**src/rtl/flash_cmd_pkg.sv**
```systemverilog
package flash_cmd_pkg;
  localparam logic [7:0] CMD_KEY = 8'h5A;

  localparam logic [7:0] OP_WR_PAGE   = 8'h01;
  localparam logic [7:0] OP_LOCK      = 8'h02;
  localparam logic [7:0] OP_WR_LOCK   = 8'h03;
  localparam logic [7:0] OP_UNLOCK    = 8'h04;
  localparam logic [7:0] OP_ERASE_ALL = 8'h08;
  localparam logic [7:0] OP_GP_SET    = 8'h0B;
  localparam logic [7:0] OP_GP_CLR    = 8'h0D;
  localparam logic [7:0] OP_SEC_SET   = 8'h0F;

  localparam logic [3:0] OFS_MODE = 4'h0;
  localparam logic [3:0] OFS_CMD  = 4'h4;
  localparam logic [3:0] OFS_STAT = 4'h8;

  typedef struct packed {
    logic lock_err;
    logic bad_cmd;
    logic eol;
  } flags_t;
endpackage

```
**src/rtl/flash_cmd_decode.sv**
```systemverilog
module flash_cmd_decode
  import flash_cmd_pkg::*;
#(
  parameter int NUM_REGIONS      = 16,
  parameter int PAGES_PER_REGION = 64,
  parameter int NUM_GP           = 3,
  parameter int PAGE_W           = 10,
  localparam int RGN_W           = $clog2(NUM_REGIONS)
) (
  input  logic [31:0]            word_i,
  input  logic [NUM_REGIONS-1:0] lock_i,
  input  logic                   sec_i,
  output logic                   legal_o,
  output logic                   lock_err_o,
  output logic [7:0]             op_o,
  output logic [PAGE_W-1:0]      page_o,
  output logic [RGN_W-1:0]       region_o
);
  logic [PAGE_W-1:0] rgn_full;
  logic known, uses_rgn, uses_gp, rgn_ok, gp_ok, key_ok;

  assign op_o     = word_i[7:0];
  assign page_o   = word_i[8 +: PAGE_W];
  assign key_ok   = word_i[31:24] == CMD_KEY;
  assign rgn_full = page_o / PAGE_W'(PAGES_PER_REGION);
  assign region_o = rgn_full[RGN_W-1:0];
  assign rgn_ok   = int'(rgn_full) < NUM_REGIONS;
  assign gp_ok    = int'(page_o) < NUM_GP;

  logic unused_bits;
  assign unused_bits = ^word_i[23:8+PAGE_W];

  always_comb begin
    known    = 1'b1;
    uses_rgn = 1'b0;
    uses_gp  = 1'b0;
    case (op_o)
      OP_WR_PAGE, OP_WR_LOCK, OP_LOCK, OP_UNLOCK: uses_rgn = 1'b1;
      OP_GP_SET, OP_GP_CLR:                       uses_gp  = 1'b1;
      OP_ERASE_ALL, OP_SEC_SET:                   ;
      default:                                    known    = 1'b0;
    endcase
  end

  assign legal_o = key_ok && known && (!uses_rgn || rgn_ok) && (!uses_gp || gp_ok);

  // a locked target region blocks a write; any lock blocks erase unless secured
  assign lock_err_o = ((op_o == OP_WR_PAGE || op_o == OP_WR_LOCK) && lock_i[region_o])
                    || (op_o == OP_ERASE_ALL && (|lock_i) && !sec_i);
endmodule

```
**src/rtl/flash_cmd_timer.sv**
```systemverilog
module flash_cmd_timer #(
  parameter int CNT_W = 8
) (
  input  logic             clk_i,
  input  logic             rst_ni,
  input  logic             start_i,
  input  logic [CNT_W-1:0] cycles_i,
  output logic             busy_o,
  output logic             done_o
);
  logic [CNT_W-1:0] cnt_q;

  assign done_o = busy_o && (cnt_q == '0);

  always_ff @(posedge clk_i or negedge rst_ni) begin
    if (!rst_ni) begin
      busy_o <= 1'b0;
      cnt_q  <= '0;
    end else if (start_i) begin
      busy_o <= 1'b1;
      cnt_q  <= (cycles_i == '0) ? '0 : cycles_i - 1'b1;
    end else if (done_o) begin
      busy_o <= 1'b0;
    end else if (busy_o) begin
      cnt_q  <= cnt_q - 1'b1;
    end
  end
endmodule

```
**src/rtl/flash_cmd_nvstate.sv**
```systemverilog
module flash_cmd_nvstate
  import flash_cmd_pkg::*;
#(
  parameter int NUM_REGIONS = 16,
  parameter int NUM_GP      = 3,
  localparam int RGN_W      = $clog2(NUM_REGIONS),
  localparam int GP_W       = (NUM_GP > 1) ? $clog2(NUM_GP) : 1
) (
  input  logic                   clk_i,
  input  logic                   rst_ni,
  input  logic                   apply_i,
  input  logic [7:0]             op_i,
  input  logic [RGN_W-1:0]       region_i,
  input  logic [GP_W-1:0]        gp_idx_i,
  output logic [NUM_REGIONS-1:0] lock_o,
  output logic [NUM_GP-1:0]      gp_o,
  output logic                   sec_o
);
  always_ff @(posedge clk_i or negedge rst_ni) begin
    if (!rst_ni) begin
      lock_o <= '0;
      gp_o   <= '0;
      sec_o  <= 1'b0;
    end else if (apply_i) begin
      case (op_i)
        OP_LOCK, OP_WR_LOCK: lock_o[region_i] <= 1'b1;
        OP_UNLOCK:           lock_o[region_i] <= 1'b0;
        OP_ERASE_ALL: begin
          lock_o <= '0;
          sec_o  <= 1'b0;
        end
        OP_GP_SET:           gp_o[gp_idx_i] <= 1'b1;
        OP_GP_CLR:           gp_o[gp_idx_i] <= 1'b0;
        OP_SEC_SET:          sec_o <= 1'b1;
        default:             ;
      endcase
    end
  end
endmodule

```
**src/rtl/flash_cmd_ctrl.sv**
```systemverilog
module flash_cmd_ctrl
  import flash_cmd_pkg::*;
#(
  parameter int NUM_REGIONS      = 16,
  parameter int PAGES_PER_REGION = 64,
  parameter int NUM_GP           = 3,
  localparam int PAGE_W          = 10,
  localparam int RGN_W           = $clog2(NUM_REGIONS),
  localparam int GP_W            = (NUM_GP > 1) ? $clog2(NUM_GP) : 1
) (
  input  logic              clk_i,
  input  logic              rst_ni,
  input  logic              reg_we_i,
  input  logic              reg_re_i,
  input  logic [3:0]        reg_addr_i,
  input  logic [31:0]       reg_wdata_i,
  output logic [31:0]       reg_rdata_o,
  output logic              array_wr_o,
  output logic              array_erase_o,
  output logic [PAGE_W-1:0] array_page_o
);
  logic [7:0]             cyc_q;
  logic                   ws_q;
  logic [7:0]             op_q;
  logic [PAGE_W-1:0]      page_q;
  logic [RGN_W-1:0]       rgn_q;
  flags_t                 flg_q;
  logic                   busy, done, start, accept, cmd_wr, stat_rd;
  logic                   legal, lock_err;
  logic [7:0]             dec_op;
  logic [PAGE_W-1:0]      dec_page;
  logic [RGN_W-1:0]       dec_rgn;
  logic [NUM_REGIONS-1:0] lock_q;
  logic [NUM_GP-1:0]      gp_q;
  logic                   sec_q;
  logic [15:0]            lock16;
  logic [7:0]             gp8;
  logic [31:0]            status;

  assign cmd_wr  = reg_we_i && reg_addr_i == OFS_CMD;
  assign stat_rd = reg_re_i && reg_addr_i == OFS_STAT;
  assign accept  = cmd_wr && !busy;
  assign start   = accept && legal && !lock_err;

  flash_cmd_decode #(
    .NUM_REGIONS(NUM_REGIONS), .PAGES_PER_REGION(PAGES_PER_REGION),
    .NUM_GP(NUM_GP), .PAGE_W(PAGE_W)
  ) u_dec (
    .word_i(reg_wdata_i), .lock_i(lock_q), .sec_i(sec_q),
    .legal_o(legal), .lock_err_o(lock_err), .op_o(dec_op),
    .page_o(dec_page), .region_o(dec_rgn)
  );

  flash_cmd_timer #(.CNT_W(8)) u_tmr (
    .clk_i(clk_i), .rst_ni(rst_ni), .start_i(start), .cycles_i(cyc_q),
    .busy_o(busy), .done_o(done)
  );

  flash_cmd_nvstate #(.NUM_REGIONS(NUM_REGIONS), .NUM_GP(NUM_GP)) u_nv (
    .clk_i(clk_i), .rst_ni(rst_ni), .apply_i(done), .op_i(op_q),
    .region_i(rgn_q), .gp_idx_i(page_q[GP_W-1:0]),
    .lock_o(lock_q), .gp_o(gp_q), .sec_o(sec_q)
  );

  always_ff @(posedge clk_i or negedge rst_ni) begin
    if (!rst_ni) begin
      cyc_q  <= '0;
      ws_q   <= 1'b0;
      op_q   <= '0;
      page_q <= '0;
      rgn_q  <= '0;
    end else begin
      if (reg_we_i && reg_addr_i == OFS_MODE) begin
        cyc_q <= reg_wdata_i[23:16];
        ws_q  <= reg_wdata_i[8];
      end
      if (start) begin
        op_q   <= dec_op;
        page_q <= dec_page;
        rgn_q  <= dec_rgn;
      end
    end
  end

  // sticky flags: a new event wins over a clearing read in the same cycle
  always_ff @(posedge clk_i or negedge rst_ni) begin
    if (!rst_ni) begin
      flg_q <= '0;
    end else begin
      if (accept && !legal)                         flg_q.bad_cmd  <= 1'b1;
      else if (stat_rd)                             flg_q.bad_cmd  <= 1'b0;
      if (accept && legal && lock_err)              flg_q.lock_err <= 1'b1;
      else if (stat_rd)                             flg_q.lock_err <= 1'b0;
      if (done && (op_q == OP_LOCK || op_q == OP_UNLOCK)) flg_q.eol <= 1'b1;
      else if (stat_rd)                             flg_q.eol      <= 1'b0;
    end
  end

  always_ff @(posedge clk_i or negedge rst_ni) begin
    if (!rst_ni) begin
      array_wr_o    <= 1'b0;
      array_erase_o <= 1'b0;
      array_page_o  <= '0;
    end else begin
      array_wr_o    <= done && (op_q == OP_WR_PAGE || op_q == OP_WR_LOCK);
      array_erase_o <= done && op_q == OP_ERASE_ALL;
      if (done) array_page_o <= page_q;
    end
  end

  always_comb begin
    lock16 = '0;
    lock16[NUM_REGIONS-1:0] = lock_q;
    gp8 = '0;
    gp8[NUM_GP-1:0] = gp_q;
  end

  assign status = {lock16, gp8, 3'b000, sec_q, flg_q.bad_cmd, flg_q.lock_err, flg_q.eol, !busy};

  always_comb begin
    case (reg_addr_i)
      OFS_MODE: reg_rdata_o = {8'h00, cyc_q, 7'h00, ws_q, 8'h00};
      OFS_STAT: reg_rdata_o = status;
      default:  reg_rdata_o = '0;
    endcase
  end
endmodule

```
**config.mk**
```make
export PLATFORM = sky130hd
export DESIGN_NAME = flash_cmd_ctrl
export DESIGN_NICKNAME = d
export VERILOG_FILES = /design/src/rtl/flash_cmd_pkg.sv /design/src/rtl/flash_cmd_decode.sv /design/src/rtl/flash_cmd_timer.sv /design/src/rtl/flash_cmd_nvstate.sv /design/src/rtl/flash_cmd_ctrl.sv
export SDC_FILE = /design/constraint.sdc
export NUM_CORES = 1
export LEC_CHECK = 0
export BUFFER_PORTS_ARGS = -buffer_cell sky130_fd_sc_hd__clkbuf_2
export CAP_MARGIN = 40
export CORE_MARGIN = 2
export CORE_UTILIZATION = 54
export DETAILED_ROUTE_END_ITERATION = 8
export GPL_TIMING_DRIVEN = 0
export PLACE_DENSITY = 0.78
export SLEW_MARGIN = 20
export SYNTH_ARGS = -nofsm -noshare
export SYNTH_HDL_FRONTEND = slang
export SYNTH_SLANG_ARGS = --single-unit
```
**constraint.sdc**
```tcl
create_clock -name clk_i -period 4.1 [get_ports clk_i]
set_input_delay 0.205 -clock clk_i [delete_from_list [all_inputs] [get_ports clk_i]]
set_output_delay 0.205 -clock clk_i [all_outputs]
set_load 0.01 [all_outputs]
```
Yosys cells after proc, flatten, opt, wreduce, memory -nomap -nowiden
Cells that the tools add are included.
Word-level totals
  register bits after elaboration: 75
  bits of input ports: 40
  output and inout port bits: 44
  word-level logic and storage cells: 126
Cells by class
  add/subtract/negate cells: 2
  $lt $le $gt $ge: 7
  equality and inequality tests: 20
  mux-type cells: 23
  bitwise gates (word level): 6
  reduce and logical (&&, ||, !) cells: 52
Operators with widths (count)
  $eq 8x4->1 const B: 8
  $pmux 32 s2: 1
  $pmux 16 s3: 1
  $eq 8x2->1 const B: 4
  $mux 8: 4
  $logic_and 1x1->1: 20
  $and 16x16->16: 1
  $eq 8x1->1 const B: 2
  $eq 8x3->1 const B: 2
  $logic_not 8->1: 2
  $not 16->16: 1
  $or 16x16->16: 1
  $reduce_or 16->1: 1
  $sub 8x1->8 const B: 2
  $lt 4x5->1 const B: 3
  $reduce_bool 2->1: 7
  $mux 1: 12
  $lt 10x2->1 const B: 1
  $eq 8x7->1 const B: 1
  $reduce_and 2->1: 4
  $reduce_or 8->1: 1
  $logic_not 1->1: 6
  $logic_or 1x1->1: 6
  $pmux 3 s2: 1
  17 further kinds: 18

Depth between registers and ports, before layout
Gate-level depths: netlist of the first run.
  word-level depth: 11
  depth in mapped cells: 8
  depth with buffers taken out: 7

By module
From an unflattened synthesis of the first run, not the netlist that was laid out.
Second synthesis, totals
  cell total of the unflattened synthesis: 398
  area total of the unflattened synthesis: 4488.1 sq um
By module, submodules not included
  flash_cmd_ctrl: instances 1, cells each 148, area an instance 2079.5 sq um, seq. area each 1151.1 sq um
  flash_cmd_nvstate: instances 1, cells each 119, area an instance 1208.7 sq um, seq. area each 500.5 sq um
  flash_cmd_timer: instances 1, cells each 75, area an instance 713.2 sq um, seq. area each 225.2 sq um
  flash_cmd_decode: instances 1, cells each 56, area an instance 486.7 sq um, seq. area each 0.0 sq um

Worst setup path before layout of the first run
OpenSTA, ideal clock, no wires.
  path kind: register to register
  start: register u_nv.lock_o[6]
  end: register u_tmr.cnt_q[1]
  setup time: 0.126 ns
  data arrival time: 2.070 ns
  required time: 3.974 ns
  slack: 1.904 ns
  stages on the path, launching flop included: 7
  path buffers: 1
  clock period less this slack: 2.196 ns
  cell sequence: dfrtp_1 > mux4_1 > mux2_2 > a32oi_2 > nand4b_4 > buf_6 > a221o_1
On the way
  longest elaborated chain between the ends: 8
  elaborated cells on any way between the ends: 13
  classes of those cells: eq/ne: 1; mux: 3; reduce/logical: 9
RTL lines
  start, declared: line flash_cmd_nvstate.sv:15  | output logic [NUM_REGIONS-1:0] lock_o,
  start signal, assigned: line flash_cmd_nvstate.sv:21  | lock_o <= '0;
  start signal, assigned by index: line flash_cmd_nvstate.sv:26  | OP_LOCK, OP_WR_LOCK: lock_o[region_i] <= 1'b1;
  start signal, assigned by index: line flash_cmd_nvstate.sv:27  | OP_UNLOCK: lock_o[region_i] <= 1'b0;
  $bmux 1 s4 or $reduce_or 16->1 (tied branches): line flash_cmd_decode.sv:48, flash_cmd_decode.sv:49
  $mux 1 (implied by the code) or $logic_and 1x1->1 (tied branches): line flash_cmd_decode.sv:48, flash_cmd_decode.sv:49
  $logic_and 1x1->1, on equally long branches: line flash_cmd_decode.sv:48, flash_cmd_decode.sv:49
  $logic_or 1x1->1 *: line flash_cmd_decode.sv:49  | || (op_o == OP_ERASE_ALL && (|lock_i) && !sec_i);
  $logic_not 1->1 *: line flash_cmd_ctrl.sv:43  | assign start = accept && legal && !lock_err;
  $logic_and 1x1->1 *: line flash_cmd_ctrl.sv:43
  $ne 2x1->1 (no line) or $reduce_bool 2->1 (tied branches)
  $reduce_and 2->1 (no line)
  end signal, assigned: line flash_cmd_timer.sv:21  | cnt_q <= (cycles_i == '0) ? '0 : cycles_i - 1'b1;
  end signal, assigned: line flash_cmd_timer.sv:25  | cnt_q <= cnt_q - 1'b1;
  end, declared: line flash_cmd_timer.sv:11  | logic [CNT_W-1:0] cnt_q;
Every way passes the cells marked *; elsewhere a longest branch is shown, timed or not. The select of a mux whose other input is x is not followed.
A chain may end at the register's enable or synchronous reset.

Worst setup path after layout of the first run
  start: register u_tmr.cnt_q[0]
  end: register u_nv.lock_o[11]
On the way
  longest elaborated chain between the ends: 3
RTL lines
  $logic_not 8->1: line flash_cmd_timer.sv:13  | assign done_o = busy_o && (cnt_q == '0);
  $logic_and 1x1->1: line flash_cmd_timer.sv:13
  $reduce_and 2->1 (no line)
Every way passes these cells.

==> results of run 1 <==
[cells by family (layout without fill, tap and decap cells)]
group / count (synthesis) / after routing
adders and majority gates: 2 / 2
muxes: 37 / 37
buffers and inverters: 38 / 130
other: 1 / 8
xor gates and xnor gates: 11 / 11
DFF: 71 / 71
AOI/OAI and AO/OA: 87 / 87
and+or+nand+nor: 160 / 160
[flip-flops by register name (all words and copies together), names as in the netlist, named ones only]
| register | cells |
|---|---|
| page_q | 10 |
| u_tmr.cnt_q | 8 |
| cyc_q | 8 |
| array_erase_o | 1 |
| flg_q | 3 |
| array_wr_o | 1 |
| op_q | 8 |
| u_nv.lock_o | 16 |
| array_page_o | 10 |
| ws_q | 1 |
| u_nv.sec_o | 1 |
| u_tmr.busy_o | 1 |
[routing by layer]
layer	vias to the layer above	routed length, µm	global-route usage	share of wire
li1	1658	-	-	-
met4	0	196	0.0936	0.019
met5	-	0	0	0
met2	159	5080	0.429	0.49
met3	23	668	0.0659	0.064
met1	1743	4450	0.340	0.43
[worst paths after layout]
check	depth (start not counted)	endpoint	slack, ns
setup / recovery	8	u_nv.lock_o[11]$_DFFE_PN0P_	1.50
hold / removal	2	cyc_q[6]$_DFFE_PN0P_	0.09
setup reg to reg	8	u_nv.lock_o[11]$_DFFE_PN0P_	1.50
hold reg to reg	2	array_page_o[0]$_DFFE_PN0P_	0.48
max in group asynchronous	3	page_q[2]$_DFFE_PN0N_	3.16
min in group asynchronous	2	u_tmr.cnt_q[6]$_DFFE_PN0P_	0.36
[cells in the final DEF (no fill, tap or decap), types with 6 or more instances in the layout]
cell type and n:
and2_1 7, a22o_1 11, buf_4 9, nor2b_1 8, and3_1 15, mux2_2 19, a21oi_1 13, clkbuf_1 18
nor2_1 17, nor3_1 6, a31oi_1 6, conb_1 8, inv_1 10, clkbuf_8 11, mux2i_1 7, nor4_1 10
clkbuf_2 71, nand3_1 7, o21ai_0 39, mux2_4 7, dfrtp_1 71, xor2_1 10, nand2_1 55
[through the flow]
stage,power (µW),instance area [µm²]
global route,1570,4800
detailed placement,929,4580
floorplan,858,4060
finish,1500,4800
CTS,1510,4790
global placement,920,4550
[power by group]
group	total (µW)	switching [µW]	internal [µW]	leakage, µW
Combinational	167	89.5	77.9	0.00141
Clock	584	271	313	0.000105
Sequential	750	28.4	722	0.000952
[worst register-to-register path: cells and delay by family, from the launching register on]
family	cells	cell delay (ns)
AO/OA/AOI/OAI	2	0.33
buffers and inverters	2	0.39
AND/OR/NAND/NOR	3	1.17
adder cells (fa/ha/maj)	1	0.21
flip-flops	1	0.39
[area by class of cell]
| type | count | area (µm²) | share of cell area |
|---|---|---|---|
| clock inverters | 5 | 56.3 | 0.0117 |
| well taps | 99 | 124 | 0.0258 |
| flip-flops and latches | 71 | 1780 | 0.370 |
| clock buffers | 11 | 151 | 0.0315 |
| inverters | 10 | 37.5 | 0.00782 |
| plain buffers | 28 | 144 | 0.0300 |
| repair buffers | 76 | 405 | 0.0845 |
| multi-input cells | 305 | 2100 | 0.438 |
==> flow_metrics.tcl, run 1 <==
set metrics [dict create \
    startpoint "u_tmr.cnt_q[0]$_DFFE_PN0P_" \
    cts.sinks 71 \
    cts_tree "built" \
    syn2layout_area_growth_pct 18.9 \
    synth_common_cells "dfrtp_1, nand2_1, o21ai_0" \
    htreeDepth 3 \
    tns_ns 0 \
    n_antenna_cell 0 \
    crit_family "simple AND/OR/NAND/NOR gates" \
    synthDistinctLibCells 59 \
    start_util 0.556 \
    synth_top_family_by_area "simple AND/OR/NAND/NOR gates" \
    die_h_um 90.5 \
    cts.clk_slew.worst_paths_ns 0.08 \
    antenna_found_initial 0 \
    crit_path_end_kind "flip-flop" \
    worstPathRequired_ns 4.33 \
    status "complete, no violations" \
    reg2reg_from "u_tmr.cnt_q[0]$_DFFE_PN0P_" \
    avgSynthCellArea_um2 9.92 \
    core-area_um2 7250 \
    num_io_pins 84 \
    final.min_clock_period_ns 2.60 \
    drive_above_1_share 0.275 \
    fin_util 0.662 \
    critPathKind "reg2reg" \
    worstMarginPinSlew_ns 0.838 \
    finalHoldViolCount 0 \
    synth-compound-area-share 0.140 \
    first_global_vias 3481 \
    crit_slowest_cell "or3b_2" \
    dr.pass1.iters 5 \
    grt_max_degree 43 \
    synth_xor_area_frac 0.0239 \
    port_buffers 72 \
    drtAntennaViolNets 0 \
    grt_pass1_wl_mm 17.0 \
    yosys.area_share.simple 0.224 \
    drt-vias-per-instance 5.92 \
    crit_buf_inv 2 \
    cts_buffers 9 \
    power.leakage_uw 0.00246 \
    drc 0 \
    place.detailed.hpwl_mm 7.77 \
    path_cells "inv_1 > ha_1 > or3b_2 > nor3_1 > nand4_1 > clkbuf_1 > o21ai_0 > o21ai_0" \
    ys_seq_area_frac 0.440 \
    finalCritPeriodShare 0.635 \
    grt_overflow 0 \
    fillers 621 \
    cp_max_fo 10 \
    maxSlewViolCount 0 \
    min-delay-start "reg_wdata_i[22]" \
    synth_warnings 0 \
    synth_fa_ha_area_frac 0.00620 \
    fin_skew_ns 0.00764 \
    synthTopCellsByArea "dfrtp_1, mux2_2, nand2_1, o21ai_0, mux2_4" \
    dpl_worst_slack_ns 1.59 \
    synth_edf_count 0 \
    postCtsSetupRepairBufs 0 \
    vdd_drop_max_v 0.000170 \
    final_nets 543 \
    fin_cells 605 \
    root_buffer "clkbuf_8" \
    synth_mux_area_frac 0.120 \
    fin_ws_ns 1.50 \
    synth_top_area_frac 0.440 \
    die-area_um2 8180 \
    wl_per_cell_um 17.2 \
    syn_inst 407 \
    placedCellCount 587 \
    synth-seq-cells 71 \
    postCtsHoldBufs 1 \
    die_w_um 90.5 \
    netlist_area_um2 4040 \
    dr_total_vias 3583 \
    hold_path_class "in2reg" \
    post_cts_resized 0 \
    rsz0062_at_grt "false" \
    whs_ns 0.0854 \
    synth-main-ff-cell "dfrtp_1" \
    worst_skew_pair.late_latency_ns 0.35 \
    gp_congestion 0.967 \
    synth_top_area_cell "dfrtp_1" \
    setup_violations 0 \
    critPathArrivalTime_ns 2.83 \
    async_flop_share 1.00 \
    crit_top_cell "o21ai_0" \
    power.density_nw_per_um2 313 \
    yosysMostFrequentCell "dfrtp_1" \
    drtIter0Drc 260 \
    slowest_delay_ns 0.51 \
    timing.slew.headroom 0.437 \
    drv_cap 0 \
    cts_buffer_depth 2 \
    max_freq_mhz 384 \
    rows 31 \
    start_kind "flip-flop" \
    grtUsageTotal 0.262 \
    routed_wl_mm 10.4 \
]
Power figures use the tool's default switching activity.
==> run 2: changes to the inputs <==
Clock period 4.1 ns to 2.7 ns, I/O delays scaled along.
==> run 2 against run 1 <==
Against the previous run:
- setup slack worse by 1.4 ns
- total power is 51% higher
- sequential power increased by 52%
- final cell count up 0.17%
- core utilization grew 0.10 points
- clock power increased by 50%
- register-to-register slack worse by 1.4 ns
- clock skew shrank 0.0010 ns
- largest cell class unchanged
- sequential cell count unchanged
==> flow_metrics.tcl, run 2 (synthesis results as in run 1) <==
set metrics [dict create \
    status "complete, no violations" \
    rsz0062_at_grt "false" \
    drv_cap 0 \
    power.switching_uw 580 \
    power.density_nw_per_um2 472 \
    cp_max_fo 5 \
    drtIter0Drc 238 \
    die-area_um2 8180 \
    port_buffers 72 \
    finalHoldViolCount 0 \
    critPathArrivalTime_ns 2.86 \
    power_switching_share 0.256 \
    cts.sinks 71 \
    setup_violations 0 \
    largest_reg_flops 16 \
    path_cells "nor4_1 > nand3_1 > nor3_1 > nand2_1 > o21ai_0" \
    drtAntennaViolNets 0 \
    highest_layer "met4" \
    wl_met2_mm 5.11 \
    grtUsageTotal 0.262 \
    finalCritPeriodShare 0.967 \
    root_buffer "clkbuf_8" \
    vdd_drop_max_v 0.000255 \
    start_kind "flip-flop" \
    dr_total_vias 3583 \
    fin_skew_ns 0.00659 \
    n_antenna_cell 0 \
    crit_family "simple AND/OR/NAND/NOR gates" \
    drive_above_1_share 0.276 \
    worstMarginPinSlew_ns 0.840 \
    met1_length_mm 4.38 \
    clkPwrFrac 0.387 \
    reg_top3 "u_nv.lock_o x16, array_page_o x10, page_q x10" \
    syn2layout_area_growth_pct 19.1 \
    met3WireLength_um 713 \
    drc 0 \
    grt_max_degree 43 \
    grt_overflow 0 \
    hold_path_class "in2reg" \
    wl_per_cell_um 17.1 \
    slowest_delay_ns 0.74 \
    p_seq_frac 0.502 \
    rows 31 \
    final_cell_mix "dfrtp_1, clkbuf_2, nand2_1" \
    gp_congestion 0.967 \
    cts_tree "built" \
    cts_buffer_depth 2 \
    antenna_found_initial 0 \
    max_freq_mhz 383 \
    grt_pass1_wl_mm 17.0 \
    htreeDepth 3 \
    final.min_clock_period_ns 2.61 \
    cts_buffers 9 \
    dr.pass1.iters 5 \
    critPathKind "reg2reg" \
    num_io_pins 84 \
    crit_buf_inv 0 \
    routed_wl_mm 10.4 \
    placedCellCount 587 \
    start_util 0.556 \
    tns_ns 0 \
    fin_cells 606 \
    worst_skew_pair.late_latency_ns 0.35 \
    p_int_uw 1690 \
    die_w_um 90.5 \
    crit_slowest_cell "nor3_1" \
    top_register "u_nv.lock_o" \
    power.leakage_uw 0.00247 \
    worstPathRequired_ns 2.95 \
    crit_path_end_kind "flip-flop" \
    maxSlewViolCount 0 \
    p_comb_frac 0.112 \
    first_global_vias 3481 \
    place.detailed.hpwl_mm 7.77 \
    timing.slew.headroom 0.436 \
    final_nets 544 \
    cts.clk_slew.worst_paths_ns 0.08 \
    fillers 621 \
    drt-vias-per-instance 5.91 \
    die_h_um 90.5 \
    core-area_um2 7250 \
]
-- run 2: final timing paths --
| kind | cells past startpoint | endpoint | slack (ns) | start |
|---|---|---|---|---|
| worst max-delay path | 5 | u_nv.lock_o[7]$_DFFE_PN0P_ | 0.09 | u_tmr.cnt_q[4]$_DFFE_PN0P_ |
| worst min-delay path | 2 | cyc_q[6]$_DFFE_PN0P_ | 0.02 | reg_wdata_i[22] |
| worst max register to register | 5 | u_nv.lock_o[7]$_DFFE_PN0P_ | 0.09 | u_tmr.cnt_q[4]$_DFFE_PN0P_ |
| worst min register to register | 2 | array_page_o[0]$_DFFE_PN0P_ | 0.47 | array_page_o[0]$_DFFE_PN0P_ |
| max in group asynchronous | 3 | page_q[4]$_DFFE_PN0N_ | 1.83 | rst_ni |
| min in group asynchronous | 2 | u_tmr.cnt_q[6]$_DFFE_PN0P_ | 0.29 | rst_ni |
-- run 2: final cells by class --
class | count | area, µm² | area share
buffer | 28 | 144 | 0.0299
clock buffer | 11 | 151 | 0.0315
clock inverter | 5 | 56.3 | 0.0117
inverter | 10 | 37.5 | 0.00781
multi-input combinational | 305 | 2100 | 0.438
sequential | 71 | 1780 | 0.370
tap | 99 | 124 | 0.0258
timing repair buffer | 77 | 413 | 0.0859
-- run 2: what timing repair did --
item,in CTS,in global routing
endpoints found under the hold margin,29,0
gates resized for setup,0,0
setup buffers,0,1
setup endpoints to repair,0,6
hold buffers,1,0
-- run 2: worst reg2reg max path: cells and delay by family, from the launching register on --
kind / cells / cell delay, ns
AOI/OAI and AO/OA: 1 / 0.28
DFF: 1 / 0.43
and+or+nand+nor: 4 / 1.79
-- run 2: per-layer routing --
metal,up-vias,track usage
met5,-,0
met4,0,0.0936
met3,20,0.0659
met2,159,0.429
met1,1744,0.340
li1,1660,-
-- run 2: per-stage QoR --
stage          total power [µW]  cell area [µm²]  setup WS (ns)  hold WS, ns   util
2_1_floorplan              1300             4060          0.504       -0.161      -
3_3_place_gp               1400             4550          0.168        0.369  0.627
3_5_place_dp               1410             4580          0.187        0.126  0.631
4_1_cts                    2290             4790          0.178      0.00681  0.661
5_1_grt                    2380             4810        0.00363      0.00940  0.663
6_report                   2270             4810         0.0903       0.0196  0.663
-- run 2: power groups by stage --
stage / sequential [µW] / clock [µW] / combinational (µW)
final: 1140 / 878 / 254
after global routing: 1140 / 947 / 286
after CTS: 1140 / 896 / 254
after detailed placement: 1160 / 0 / 251
after global placement: 1160 / 0 / 240
after floorplan: 1140 / 0 / 158
==> run 3: changes to the inputs <==
Settings changed: SETUP_SLACK_MARGIN from default to 0.3.
==> run 3 against run 2 <==
Against the previous run:
- via count is 1.3% higher
- sequential share of layout area fell by 0.43 points
- clock power increased by 0.6%
- sequential cell count is the same
- setup slack better by 0.26 ns
- core utilization is 0.83 points higher
- first-iteration DRC count increased by 17%
- sequential power about the same
- final cell count increased by 0.50%
- total power rose by 0.21%
- critical path type unchanged
==> flow_metrics.tcl, run 3 (synthesis results as in run 1) <==
set metrics [dict create \
    worst_r2r_path_depth 8 \
    rows 31 \
    cts_tree "built" \
    n_antenna_cell 0 \
    placedCellCount 587 \
    crit_path_end_kind "flip-flop" \
    dpl_worst_slack_ns 0.187 \
    routed_wl_mm 10.6 \
    r2r_slack_ns 0.35 \
    critPathKind "reg2reg" \
    first_global_vias 3490 \
    cts.clk_slew.worst_paths_ns 0.08 \
    vdd_drop_max_v 0.000253 \
    fin_skew_ns 0.00851 \
    timing.slew.headroom 0.353 \
    cts_buffers 9 \
    grt_pass1_wl_mm 17.1 \
    setup_violations 0 \
    holdPathStages 2 \
    drtIter0Drc 278 \
    drive_above_1_share 0.288 \
    drt-vias-per-instance 5.96 \
    cts.sinks 71 \
    final_cell_mix "clkbuf_2, dfrtp_1, nand2_1" \
    worstMarginPinSlew_ns 0.964 \
    power.density_nw_per_um2 467 \
    max_freq_mhz 426 \
    place.detailed.hpwl_mm 7.77 \
    fin_ws_ns 0.354 \
    hold_path_class "in2reg" \
    status "complete, no violations" \
    maxSlewViolCount 0 \
    syn2layout_area_growth_pct 20.6 \
    whs_ns 0.0146 \
    htreeDepth 3 \
    core-area_um2 7250 \
    drv_cap 0 \
    power.leakage_uw 0.00249 \
    grt_overflow 0 \
    cp_max_fo 5 \
    drtAntennaViolNets 0 \
    finalCritPeriodShare 0.869 \
    grt_max_degree 43 \
    final_nets 547 \
    start_kind "flip-flop" \
    num_io_pins 84 \
    crit_slowest_cell "or3b_4" \
    tns_ns 0 \
    worstPathRequired_ns 2.93 \
    largest_reg_flops 16 \
    die_w_um 90.5 \
    crit_buf_inv 2 \
    min_to "cyc_q[6]$_DFFE_PN0P_" \
    cts_buffer_depth 2 \
    top_register "u_nv.lock_o" \
    critPathArrivalTime_ns 2.58 \
    worst_skew_pair.late_latency_ns 0.35 \
    grtUsageTotal 0.264 \
    layout_commonest_cell "clkbuf_2" \
    finalHoldViolCount 0 \
    start_util 0.556 \
    min-delay-start "reg_wdata_i[22]" \
    wl_per_cell_um 17.4 \
    die_h_um 90.5 \
    die-area_um2 8180 \
    antenna_found_initial 0 \
    dr_total_vias 3630 \
    fin_cells 609 \
    path_cells "inv_1 > ha_2 > or3b_4 > nor4_4 > nand4b_1 > buf_4 > o21ai_0 > o2bb2a_1" \
    reg2reg_from "u_tmr.cnt_q[0]$_DFFE_PN0P_" \
    reg_top3 "u_nv.lock_o x16, array_page_o x10, page_q x10" \
    final.min_clock_period_ns 2.35 \
    gp_congestion 0.967 \
    total_power_uw 2270 \
    drc 0 \
    root_buffer "clkbuf_8" \
    dr.pass1.iters 6 \
    slowest_delay_ns 0.42 \
    port_buffers 72 \
    crit_family "simple AND/OR/NAND/NOR gates" \
    rsz0062_at_grt "true" \
]
[run 3: cell count changes in the layout (fill, tap and decap cells not counted), sizes merged]
| cell | before | now |
|---|---|---|
| buf | 14 | 17 |
[run 3: worst max-delay path by stage]
| stage | slack [ns] | cells past startpoint | from | end |
|---|---|---|---|---|
| floorplan | 0.50 | 6 | u_nv.lock_o[6]$_DFFE_PN0P_ | u_tmr.cnt_q[1]$_DFFE_PN0P_ |
| global placement | 0.17 | 8 | u_tmr.cnt_q[0]$_DFFE_PN0P_ | u_nv.lock_o[7]$_DFFE_PN0P_ |
| detailed placement | 0.19 | 8 | u_tmr.cnt_q[0]$_DFFE_PN0P_ | u_nv.lock_o[6]$_DFFE_PN0P_ |
| CTS | 0.32 | 8 | u_tmr.cnt_q[0]$_DFFE_PN0P_ | u_nv.lock_o[7]$_DFFE_PN0P_ |
| global route | 0.27 | 8 | u_tmr.cnt_q[0]$_DFFE_PN0P_ | flip-flop |
| finish | 0.35 | 8 | u_tmr.cnt_q[0]$_DFFE_PN0P_ | flip-flop |
[run 3: routing by layer]
metal  vias up  wire, µm  GRT usage
li1       1674         -          -
met1      1751      4410      0.346
met2       177      5210      0.432
met3        28       740     0.0634
met4         0       231     0.0949
met5         -         0          0
[run 3: through the flow]
step	util	instance area [µm²]
6_report	0.671	4870
5_1_grt	0.671	4870
4_1_cts	0.664	4810
3_5_place_dp	0.631	4580
3_3_place_gp	0.627	4550
2_1_floorplan	-	4060
[run 3: layout make-up]
cell class / instances / area [µm²]
clock inverters: 5 / 56.3
inverters: 10 / 37.5
clock buffers: 11 / 151
plain buffers: 28 / 144
repair buffers: 80 / 438
flip-flops and latches: 71 / 1780
well taps: 99 / 124
multi-input cells: 305 / 2140
fillers: 613 / 2390
[run 3: report_power, final]
group	switching [µW]	internal [µW]
registers	42.6	1100
logic	136	118
clock network	407	475
[run 3: repair_timing]
| action | in CTS | in global routing |
|---|---|---|
| pin swaps | 2 | 3 |
| endpoints found under the setup margin | 24 | 20 |
| endpoints found under the hold margin | 29 | 0 |
| resized for setup | 1 | 6 |
| hold buffers | 1 | 0 |
| gates cloned | 0 | 0 |
| buffers inserted | 2 | 3 |
